File: src/rtl/esf_pkg.sv
package esf_pkg;
   typedef enum logic [1:0] {
      SLOT_PAY = 2'd0,
      SLOT_FAS = 2'd1,
      SLOT_CRC = 2'd2,
      SLOT_DL  = 2'd3
   } slot_role_t;
endpackage

File: src/rtl/esf_pos_counter.sv
module esf_pos_counter
   import esf_pkg::*;
#(
   parameter int FRAME_LEN = 193,
   parameter int FRAMES    = 24
) (
   input  logic                       clk,
   input  logic                       rst_n,
   output slot_role_t                 role,
   output logic [$clog2(FRAMES)-3:0]  grp,
   output logic                       is_mimic,
   output logic                       is_first,
   output logic                       sf_end
);
   localparam int BIT_W = $clog2(FRAME_LEN);
   localparam int FRM_W = $clog2(FRAMES);

   generate
      if (FRAMES % 4 != 0 || FRAMES < 8) begin : g_bad_frames
         $error("FRAMES must be a multiple of 4, at least 8");
      end
      if (FRAME_LEN < 3) begin : g_bad_len
         $error("FRAME_LEN too short");
      end
   endgenerate

   logic [BIT_W-1:0] bit_idx;
   logic [FRM_W-1:0] frm_idx;
   logic             end_frame;

   assign end_frame = (bit_idx == BIT_W'(FRAME_LEN - 1));
   assign sf_end    = end_frame && (frm_idx == FRM_W'(FRAMES - 1));

   always_ff @(posedge clk or negedge rst_n) begin
      if (!rst_n) begin
         bit_idx <= '0;
         frm_idx <= '0;
      end else if (end_frame) begin
         bit_idx <= '0;
         frm_idx <= sf_end ? '0 : frm_idx + 1'b1;
      end else begin
         bit_idx <= bit_idx + 1'b1;
      end
   end

   // frame number = frm_idx + 1; odd frames -> data link
   always_comb begin
      role = SLOT_PAY;
      if (bit_idx == '0) begin
         unique case (frm_idx[1:0])
            2'd0, 2'd2: role = SLOT_DL;
            2'd1:       role = SLOT_CRC;
            default:    role = SLOT_FAS;
         endcase
      end
   end

   assign grp      = frm_idx[FRM_W-1:2];
   assign is_mimic = (bit_idx == BIT_W'(1));
   assign is_first = (bit_idx == '0) && (frm_idx == '0);

   assert_pos_range_R1: assert property (@(posedge clk) disable iff (!rst_n)
      (bit_idx < BIT_W'(FRAME_LEN)) && (frm_idx < FRM_W'(FRAMES)));

   assert_sf_wrap_R12: assert property (@(posedge clk) disable iff (!rst_n)
      sf_end |=> is_first);
endmodule

File: src/rtl/esf_crc_acc.sv
module esf_crc_acc #(
   parameter int          CRC_W = 6,
   parameter logic [CRC_W-1:0] POLY = 6'h03
) (
   input  logic             clk,
   input  logic             rst_n,
   input  logic             din,
   input  logic             is_f,
   input  logic             sf_end,
   output logic [CRC_W-1:0] hold
);
   generate
      if (CRC_W < 2) begin : g_bad_w
         $error("CRC_W must be at least 2");
      end
   endgenerate

   logic [CRC_W-1:0] acc, nxt;
   logic             d_eff, fb;

   assign d_eff = is_f | din;
   assign fb    = acc[CRC_W-1] ^ d_eff;
   assign nxt   = {acc[CRC_W-2:0], 1'b0} ^ (fb ? POLY : '0);

   always_ff @(posedge clk or negedge rst_n) begin
      if (!rst_n) begin
         acc  <= '0;
         hold <= '0;
      end else if (sf_end) begin
         acc  <= '0;
         hold <= nxt;
      end else begin
         acc  <= nxt;
      end
   end

   assert_hold_stable_R3: assert property (@(posedge clk) disable iff (!rst_n)
      !sf_end |=> $stable(hold));
endmodule

File: src/rtl/esf_dl_arb.sv
module esf_dl_arb #(
   parameter int              N_SRC     = 3,
   parameter int              PAT_W     = 16,
   parameter logic [PAT_W-1:0] YEL_T1   = 16'hFF00,
   parameter logic [PAT_W-1:0] YEL_J1   = 16'hFFFF,
   parameter logic [PAT_W-1:0] IDLE_T1  = 16'hFFFF,
   parameter logic [PAT_W-1:0] IDLE_J1  = 16'hFF7E
) (
   input  logic             clk,
   input  logic             rst_n,
   input  logic             dl_slot,
   input  logic             j1_mode,
   input  logic             yel_on,
   input  logic             byp,
   input  logic             fdis,
   input  logic             slot_in,
   input  logic [N_SRC-1:0] req,
   input  logic [N_SRC-1:0] bits,
   output logic             dl_out,
   output logic [N_SRC-1:0] take
);
   localparam int PTR_W = $clog2(PAT_W);

   generate
      if ((1 << PTR_W) != PAT_W) begin : g_bad_pat
         $error("PAT_W must be a power of two");
      end
   endgenerate

   logic [PTR_W-1:0] ptr, idx;
   logic [N_SRC:0]   blocked;
   logic [PAT_W-1:0] yel_pat, idle_pat;

   assign idx      = ~ptr;
   assign yel_pat  = j1_mode ? YEL_J1 : YEL_T1;
   assign idle_pat = j1_mode ? IDLE_J1 : IDLE_T1;

   assign blocked[0] = ~(dl_slot & ~fdis & ~yel_on & ~byp);
   generate
      for (genvar g = 0; g < N_SRC; g++) begin : g_prio
         assign take[g]      = req[g] & ~blocked[g];
         assign blocked[g+1] = blocked[g] | req[g];
      end
   endgenerate

   always_comb begin
      if (yel_on)       dl_out = yel_pat[idx];
      else if (byp)     dl_out = slot_in;
      else if (|take)   dl_out = |(take & bits);
      else              dl_out = idle_pat[idx];
   end

   always_ff @(posedge clk or negedge rst_n) begin
      if (!rst_n)       ptr <= '0;
      else if (dl_slot) ptr <= ptr + 1'b1;
   end

   assert_take_onehot_R6: assert property (@(posedge clk) disable iff (!rst_n)
      $onehot0(take));

   assert_yel_blocks_R7: assert property (@(posedge clk) disable iff (!rst_n)
      yel_on |-> (take == '0));
endmodule

File: src/rtl/esf_tx_framer.sv
module esf_tx_framer
   import esf_pkg::*;
#(
   parameter int PAYLOAD_BITS = 192,
   parameter int FRAMES       = 24,
   parameter int CRC_W        = 6,
   parameter int N_SRC        = 3,
   parameter logic [CRC_W-1:0] FAS_PAT = 6'b001011,
   parameter int FS_INV_GRP   = 0
) (
   input  logic             clk,
   input  logic             rst_n,
   input  logic             ser_in,
   input  logic             fdis,
   input  logic             crc_byp,
   input  logic             crc_inv,
   input  logic             fs_inv,
   input  logic             mimic_en,
   input  logic             j1_mode,
   input  logic             yel_send,
   input  logic             yel_auto,
   input  logic             rx_red,
   input  logic             dl_byp,
   input  logic [N_SRC-1:0] dl_req,
   input  logic [N_SRC-1:0] dl_bit,
   output logic             line_out,
   output logic             sf_sync,
   output logic [N_SRC-1:0] dl_take
);
   localparam int FRAME_LEN = PAYLOAD_BITS + 1;
   localparam int GRP_W     = $clog2(FRAMES) - 2;

   generate
      if (FRAMES != 4 * CRC_W) begin : g_bad_geom
         $error("FRAMES must equal 4*CRC_W");
      end
      if (FS_INV_GRP < 0 || FS_INV_GRP >= CRC_W) begin : g_bad_inv
         $error("FS_INV_GRP out of range");
      end
   endgenerate

   slot_role_t        role;
   logic [GRP_W-1:0]  grp;
   logic              is_mimic, is_first, sf_end;
   logic [CRC_W-1:0]  crc_hold;
   logic              yel_on, dl_val, f_val, out_nxt, f_q;
   logic [N_SRC-1:0]  take_c;
   logic [GRP_W-1:0]  sel;

   esf_pos_counter #(.FRAME_LEN(FRAME_LEN), .FRAMES(FRAMES)) u_pos (
      .clk(clk), .rst_n(rst_n), .role(role), .grp(grp),
      .is_mimic(is_mimic), .is_first(is_first), .sf_end(sf_end));

   esf_crc_acc #(.CRC_W(CRC_W)) u_crc (
      .clk(clk), .rst_n(rst_n), .din(out_nxt), .is_f(role != SLOT_PAY),
      .sf_end(sf_end), .hold(crc_hold));

   assign yel_on = yel_send | (yel_auto & rx_red);

   esf_dl_arb #(.N_SRC(N_SRC)) u_arb (
      .clk(clk), .rst_n(rst_n), .dl_slot(role == SLOT_DL), .j1_mode(j1_mode),
      .yel_on(yel_on), .byp(dl_byp), .fdis(fdis), .slot_in(ser_in),
      .req(dl_req), .bits(dl_bit), .dl_out(dl_val), .take(take_c));

   // first transmitted word bit sits at the MSB
   assign sel = GRP_W'(CRC_W - 1) - grp;

   always_comb begin
      unique case (role)
         SLOT_FAS: f_val = FAS_PAT[sel] ^ (fs_inv && (grp == GRP_W'(FS_INV_GRP)));
         SLOT_CRC: f_val = crc_byp ? ser_in : (crc_hold[sel] ^ crc_inv);
         SLOT_DL:  f_val = dl_val;
         default:  f_val = ser_in;
      endcase
      if (fdis)                       out_nxt = ser_in;
      else if (role != SLOT_PAY)      out_nxt = f_val;
      else if (is_mimic && mimic_en)  out_nxt = f_q;
      else                            out_nxt = ser_in;
   end

   always_ff @(posedge clk or negedge rst_n) begin
      if (!rst_n) begin
         line_out <= 1'b0;
         sf_sync  <= 1'b0;
         dl_take  <= '0;
         f_q      <= 1'b0;
      end else begin
         line_out <= out_nxt;
         sf_sync  <= is_first;
         dl_take  <= take_c;
         if (role != SLOT_PAY) f_q <= out_nxt;
      end
   end

   assert_fdis_passthru_R11: assert property (@(posedge clk) disable iff (!rst_n)
      fdis |=> (line_out == $past(ser_in)));

   assert_mimic_copy_R10: assert property (@(posedge clk) disable iff (!rst_n)
      (is_mimic && mimic_en && !fdis) |=> (line_out == $past(line_out)));

   assert_byp_no_take_R9: assert property (@(posedge clk) disable iff (!rst_n)
      (dl_byp || fdis) |=> (dl_take == '0));
endmodule

File: config.mk
export PLATFORM = sky130hd
export DESIGN_NAME = esf_tx_framer
export DESIGN_NICKNAME = d
export VERILOG_FILES = /design/src/rtl/esf_pkg.sv /design/src/rtl/esf_pos_counter.sv /design/src/rtl/esf_crc_acc.sv /design/src/rtl/esf_dl_arb.sv /design/src/rtl/esf_tx_framer.sv
export SDC_FILE = /design/constraint.sdc
export NUM_CORES = 1
export LEC_CHECK = 0
export BUFFER_PORTS_ARGS = -buffer_cell sky130_fd_sc_hd__buf_2
export CORE_MARGIN = 3
export CORE_UTILIZATION = 56
export CTS_CLUSTER_DIAMETER = 60
export DETAILED_ROUTE_END_ITERATION = 8
export PLACE_DENSITY_LB_ADDON = 0.2
export SYNTH_ARGS = -nofsm -noshare
export SYNTH_HDL_FRONTEND = slang
export SYNTH_SLANG_ARGS = --single-unit
File: constraint.sdc
create_clock -name clk -period 3.4 [get_ports clk]
set_clock_uncertainty 0.15 [all_clocks]
set_input_delay 0 -clock clk [delete_from_list [all_inputs] [get_ports clk]]
set_output_delay 0 -clock clk [all_outputs]
set_load 0.01 [all_outputs]
Word-level counts from Yosys, hierarchy flattened
Memories as Yosys holds them, arrays and structs flattened.
Index checks and enable logic that the tools add are counted.
{ "op_classes": {"add_sub_neg": 4, "n_bitwise": 23, "n_reduce_logical": 12, "eq_ne": 8, "n_lt_le_gt_ge": 2, "muxes": 23} }
{ "ops": {"columns": ["operator", "count"], "rows": [
  ["8-bit two-way mux", 3],
  ["1-bit two-way mux", 11],
  ["8-bit by 1-bit adder with 8-bit output (second input constant)", 1],
  ["1-bit binary-select mux with 4-bit select", 2],
  ["8-bit by 1-bit == test with 1-bit output (second input constant)", 1],
  ["8-bit == test (second input constant)", 1],
  ["8-bit logical NOT", 1],
  ["1-bit bitwise AND", 7],
  ["2-bit == test (second input constant)", 3],
  ["6-bit two-way mux", 1],
  ["1-bit inverter", 6],
  ["3-bit OR reduction", 2],
  ["6-bit XOR", 1],
  ["5-bit by 1-bit adder with 5-bit output (second input constant)", 1],
  ["5-bit == test (second input constant)", 1],
  ["5-bit logical NOT", 1],
  ["4-bit by 5-bit less-than comparator with 1-bit output (second input constant)", 1],
  ["5-bit two-way mux", 1],
  ["4-bit by 1-bit adder with 4-bit output (second input constant)", 1],
  ["2-bit by 1-bit == test with 1-bit output (second input constant)", 2],
  ["1-bit logical AND", 4],
  ["3-bit by 4-bit less-than comparator with 1-bit output (second input constant)", 1],
  ["2-bit two-way mux", 2],
  ["4-bit inverter", 1],
  ["other kinds (11)", 16]
]} }
{ "totals": {"mem_count": 1, "register_bits": 35, "romBits": 8} }
{ "mem_list": {"columns": ["memory", "depth", "width", "rd", "rd_ports_with_merged_regs", "write_ports", "line", "source"], "rows": [
  ["(name not given)", 8, 1, 1, 0, 0, "esf_tx_framer.sv:70", "SLOT_FAS: f_val = FAS_PAT[sel] ^ (fs_inv && (grp == GRP_W'(FS_INV_GRP)));"]
]} }

Logic depth before layout (Yosys ltp)
{ "logic_depth": {"ltp_word": 26, "mapped_depth": 9} }

Hierarchy
A second synthesis with hierarchy kept.
{ "unflattened": {"cells_unflattened": 180, "area_unflattened_um2": 1913.1} }
{ "by_module_without_submodules": {"columns": ["mod", "area_per_inst_um2", "instances", "cells_each"], "rows": [
  ["esf_pos_counter", 788.3, 1, 78],
  ["esf_crc_acc", 440.4, 1, 31],
  ["esf_tx_framer", 392.9, 1, 39],
  ["esf_dl_arb", 291.5, 1, 32]
]} }

Worst setup path after synthesis
Ideal clock, no wire load.
{ "synth_timing": {"path_type": "register -> register", "from": "register u_pos.bit_idx[0]", "to": "register u_crc.hold[1]", "stages_incl_launch_ff": 10, "t_required_ps": 3125, "path_slack_ps": 905, "arrival_time_ps": 2220, "period_less_slack_ps": 2495, "path_buffers": 0, "cell_sequence": "dfrtp_1 -> inv_1 -> ha_1 -> or3b_1 -> nor4_4 -> o2111ai_1 -> a32o_2 -> o211ai_2 -> xnor2_1 -> mux2_4"} }
{ "synth_between": {"elab_chain_len": 23, "elab_cells_between_ends": 35} }
{ "synth_lines": {"columns": ["item", "line", "source"], "rows": [
  ["start, declared", "esf_pos_counter.sv:27", "logic [BIT_W-1:0] bit_idx;"],
  ["start signal, assigned", "esf_pos_counter.sv:42", "bit_idx <= bit_idx + 1'b1;"],
  ["8-bit logical NOT", "esf_pos_counter.sv:49", "if (bit_idx == '0) begin"],
  ["2-bit two-way mux", "esf_pos_counter.sv:49", null],
  ["2-bit == test", "esf_tx_framer.sv:61, esf_tx_framer.sv:69", null],
  ["1-bit bitwise AND (3 in a row)", "esf_dl_arb.sv:38", "assign blocked[0] = ~(dl_slot & ~fdis & ~yel_on & ~byp);"],
  ["1-bit inverter", "esf_dl_arb.sv:38", null],
  ["1-bit bitwise OR (2 in a row)", "esf_dl_arb.sv:42", "assign blocked[g+1] = blocked[g] | req[g];"],
  ["1-bit inverter", "esf_dl_arb.sv:41", "assign take[g] = req[g] & ~blocked[g];"],
  ["1-bit bitwise AND", "esf_dl_arb.sv:41", null],
  ["[... 4 more ...]", null, null],
  ["1-bit two-way mux", "esf_dl_arb.sv:47", "if (yel_on) dl_out = yel_pat[idx];"],
  ["1-bit one-hot mux with 3 select lines", "esf_tx_framer.sv:69", "unique case (role)"],
  ["1-bit two-way mux", "esf_tx_framer.sv:76", "else if (role != SLOT_PAY) out_nxt = f_val;"],
  ["1-bit two-way mux", "esf_tx_framer.sv:75", "if (fdis) out_nxt = ser_in;"],
  ["1-bit bitwise OR", "esf_crc_acc.sv:21", "assign d_eff = is_f | din;"],
  ["1-bit XOR", "esf_crc_acc.sv:22", "assign fb = acc[CRC_W-1] ^ d_eff;"],
  ["2-bit two-way mux", "esf_crc_acc.sv:23", "assign nxt = {acc[CRC_W-2:0], 1'b0} ^ (fb ? POLY : '0);"],
  ["6-bit XOR", "esf_crc_acc.sv:23", null],
  ["end signal, assigned", "esf_crc_acc.sv:31", "hold <= nxt;"],
  ["end, declared", "esf_crc_acc.sv:10", "output logic [CRC_W-1:0] hold"]
]} }
Several ways; a longest one is shown, not always the timed one.
A chain may end at the register's enable or synchronous reset.

Final worst setup path
{ "layout_timing": {"from": "register u_pos.frm_idx[1]", "to": "register dl_take[2]"} }
{ "layout_between": {"elab_chain_len": 13, "elab_cells_between_ends": 15} }
{ "layout_lines": {"columns": ["item", "line", "source"], "rows": [
  ["start, declared", "esf_pos_counter.sv:28", "logic [FRM_W-1:0] frm_idx;"],
  ["start signal, assigned", "esf_pos_counter.sv:40", "frm_idx <= sf_end ? '0 : frm_idx + 1'b1;"],
  ["2-bit == test / 2-bit logical NOT (equally long branches)", "esf_pos_counter.sv:50", "unique case (frm_idx[1:0])"],
  ["2-bit OR reduction", "esf_pos_counter.sv:50", null],
  ["2-bit one-hot mux with 2 select lines *", "esf_pos_counter.sv:50", null],
  ["2-bit two-way mux *", "esf_pos_counter.sv:49", null],
  ["2-bit == test *", "esf_tx_framer.sv:61", ".clk(clk), .rst_n(rst_n), .dl_slot(role == SLOT_DL), .j1_mode(j1_mode),"],
  ["1-bit bitwise AND * (3 in a row)", "esf_dl_arb.sv:38", null],
  ["1-bit inverter *", "esf_dl_arb.sv:38", null],
  ["1-bit bitwise OR * (2 in a row)", "esf_dl_arb.sv:42", null],
  ["1-bit inverter *", "esf_dl_arb.sv:41", null],
  ["1-bit bitwise AND *", "esf_dl_arb.sv:41", null],
  ["via take_c[2]", "esf_tx_framer.sv:47", "logic [N_SRC-1:0] take_c;"],
  ["end signal, assigned", "esf_tx_framer.sv:90", "dl_take <= take_c;"],
  ["end, declared", "esf_tx_framer.sv:28", "output logic [N_SRC-1:0] dl_take"]
]} }
Mark *: on every way through the listed nets, which the timed path passes. The rest lies on a longest branch.

==> impl_metrics.json <==
{
  "async_reset_ff_share_pct": 100,
  "cp.arrival_ns": 2.93,
  "synth-seq-cells": 35,
  "drt_iter0_drc": 64,
  "synth_ff_type": "dfrtp_1",
  "synthCells": 168,
  "gp_congestion": 0.816,
  "worst_hold_path_type": "input port to register",
  "drv_cap": 0,
  "finalWorstSetupSlack_ns": 0.606,
  "dp_hpwl_um": 2460,
  "rsz0062_at_grt": "no",
  "boundaryPins": 24,
  "wl_per_cell_um": 13.6,
  "synthesis.area_sq_um": 1810,
  "die_h_um": 62.9,
  "r2r_cells": 7,
  "p_per_area_nw_per_um2": 382,
  "hold_viol": 0,
  "row_count": 20,
  "slew_headroom_pct": 50.5,
  "status": "completed",
  "fin_crit_sh_pct": 82.2,
  "ys_types": 46,
  "root_buffer": "clkbuf_4",
  "postCtsSetupBuffers": 0,
  "cp_top_family": "buffers and inverters",
  "synth_warnings": 0,
  "grt_max_degree": 36,
  "cts_buffer_depth": 2,
  "critical_path.endpoint_type": "register",
  "ys_seq_area_share_pct": 48.3,
  "finalMaxSlewViolations": 0,
  "cts_tree": "built",
  "ys_top_cells_by_area": "dfrtp_1, ha_1, xnor2_1",
  "grt_use_total_pct": 18.6,
  "synth_top_cell_by_area": "dfrtp_1",
  "r2r-start": "u_pos.frm_idx[1]",
  "cp_max_fo": 7,
  "r2r-end": "dl_take[2]",
  "drive_gt1_share_pct": 24.0,
  "num-fill-cells": 241,
  "crit_type": "register to register",
  "start_util_pct": 58.9,
  "path_cells": "inv_1, ha_1, nor3_1, dlygate4sd3_1, nand2_1, nor4b_1, dlygate4sd3_1",
  "wl_met2_um": 1470,
  "crit_path_max_incr_delay_ns": 0.61,
  "wl_met3_um": 178,
  "die_area_sq_um": 3950,
  "syn_area_per_cell_sq_um": 10.8,
  "clk_latency_ns": 0.34,
  "worstHoldPathCells": 4,
  "synthDominantCellAreaShare_pct": 48.3,
  "wl_um": 3360,
  "cts_resized": 0,
  "cp.required_ns": 3.54,
  "setup_violations": 0,
  "min-delay-start": "ser_in",
  "cts_buffers": 5,
  "path_buf_inv": 3,
  "grt_pass1_vias": 1337,
  "htreeDepth": 2,
  "syn2layout_area_growth_pct": 16.3,
  "p_leak_nw": 0.945,
  "clk_pin_slew_ns": 0.11,
  "place_ws_ns": 0.704,
  "first_pass_iters": 4,
  "tightestPinTransition_ns": 0.743,
  "die_w_um": 62.9,
  "peakVddDrop_mv": 0.276,
  "synth_enable_flop_cells": 0,
  "path_depth": 7,
  "overflow": 0,
  "grt_first_pass_wirelength_um": 5800,
  "ant_nets": 0,
  "top_layer": "met4",
  "fin_nets": 230,
  "via_per_inst": 5.39,
  "start_kind": "register",
  "post-route-drc-count": 0,
  "syn-num-nets": 195,
  "slowest_stage": "dlygate4sd3_1",
  "core_area_sq_um": 3080,
  "wl_met1_um": 1650,
  "period_minus_slack_ns": 2.79,
  "path_common_cell": "dlygate4sd3_1",
  "io_buffers": 23,
  "whs_endpoint": "line_out",
  "ff2ff_setup_slack_ns": 0.61,
  "max_freq_mhz": 358,
  "via_count": 1337,
  "antenna_found_initial": 0,
  "n_antenna_cell": 0,
  "setup_tns_ns": 0,
  "numClockSinks": 35
}
==> layout make-up <==
cell class                      instances  area (sq um)  share of cell area, %
Multi-Input combinational cell        121           890                   42.2
Sequential cell                        35           876                   41.6
Timing Repair Buffer                   32           203                   9.62
Tap cell                               44          55.1                   2.61
Clock buffer                            6          41.3                   1.96
Inverter                                8          30.0                   1.43
Clock inverter                          2          12.5                  0.594
==> repair_timing <==
| action | in CTS | in global routing |
|---|---|---|
| hold buffers | 8 | 0 |
| endpoints found under the setup margin | 0 | 0 |
| hold endpoints to repair | 39 | 0 |
==> power by group <==
group / internal [W] / switching (W)
clock: 0.0000797 / 0.000138
combinational: 0.0000609 / 0.0000541
sequential: 0.000455 / 0.0000179
total: 0.000595 / 0.000210
==> kinds of logic (layout without fill, tap and decap cells) <==
group / count (synthesis) / in the layout / share of synthesized area, %
flops: 35 / 35 / 48.3
mux: 10 / 10 / 6.91
compound gates: 24 / 24 / 9.19
fa+ha+maj: 8 / 8 / 5.53
xor+xnor: 14 / 14 / 6.77
buf+inv: 12 / 48 / 2.56
simple gates: 65 / 65 / 20.7
==> cells in the final DEF (no fill, tap or decap), types with 2 or more instances in the layout <==
master	netlist	layout
o21ai_0	8	8
buf_2	1	23
inv_1	8	8
and2_1	4	4
nand2b_1	2	2
nand3_1	7	7
nor3_1	2	2
a21oi_1	5	5
mux2i_1	2	2
ha_1	8	8
clkbuf_4	0	5
or3_1	2	2
mux2_2	6	6
dfrtp_1	35	35
nor4_1	3	3
xor2_1	6	6
nand4_1	3	3
xnor2_1	8	8
nor3b_1	2	2
and3_1	3	3
nor2_1	11	11
nand2_1	15	15
dlygate4sd3_1	0	8
==> routing by layer <==
| layer | up-vias | global-route usage [%] |
|---|---|---|
| met4 | 0 | 8.26 |
| li1 | 672 | - |
| met2 | 30 | 29.5 |
| met5 | - | 0 |
| met1 | 626 | 23.3 |
| met3 | 9 | 5.76 |
==> flip-flops by register name, summed over array words and instances (netlist names) <==
signal,count
sf_sync,1
u_pos.bit_idx,8
u_crc.hold,6
dl_take,3
u_crc.acc,6
u_pos.frm_idx,5
f_q,1
u_arb.ptr,4
line_out,1
==> worst min-delay path, delay by kind of cell <==
family | cells | cell delay [ns]
buffers and inverters | 1 | 0.13
and+or+nand+nor | 1 | 0.07
AOI/OAI and AO/OA | 2 | 0.27
==> worst max-delay path by stage <==
stage / slack (ns) / start / to
global placement: 0.73 / u_pos.bit_idx[0] / u_crc.hold[4]
floorplan: 0.90 / u_pos.bit_idx[0] / u_crc.hold[1]
global route: 0.45 / u_pos.bit_idx[0] / u_crc.hold[4]
CTS: 0.67 / u_pos.bit_idx[0] / u_crc.hold[5]
detailed placement: 0.70 / u_pos.bit_idx[0] / u_crc.hold[4]
finish: 0.61 / u_pos.frm_idx[1] / dl_take[2]
==> Yosys cell counts, types with 2 or more instances <==
| library cell | instances |
|---|---|
| dfrtp_1 | 35 |
| nand2_1 | 15 |
| nor2_1 | 11 |
| ha_1 | 8 |
| inv_1 | 8 |
| o21ai_0 | 8 |
| xnor2_1 | 8 |
| nand3_1 | 7 |
| mux2_2 | 6 |
| xor2_1 | 6 |
| a21oi_1 | 5 |
| and2_1 | 4 |
| and3_1 | 3 |
| clkbuf_1 | 3 |
| nand4_1 | 3 |
| nor4_1 | 3 |
| mux2i_1 | 2 |
| nand2b_1 | 2 |
| nor3_1 | 2 |
| nor3b_1 | 2 |
| or3_1 | 2 |
==> metrics by stage <==
step / hold slack (ns) / cell area, sq um / instances / util (%) / total power (W)
finish: 0.0225 / 2110 / 248 / 68.5 / 0.000805
detailed placement: -0.0379 / 1970 / 232 / 64.1 / 0.000590
global route: 0.0552 / 2110 / 248 / 68.5 / 0.000852
CTS: 0.0147 / 2110 / 248 / 68.5 / 0.000814
global placement: -0.0430 / 1970 / 232 / 64.1 / 0.000588
floorplan: -0.446 / 1810 / 168 / - / 0.000548
Note: power is estimated with default switching activity, not from simulation.
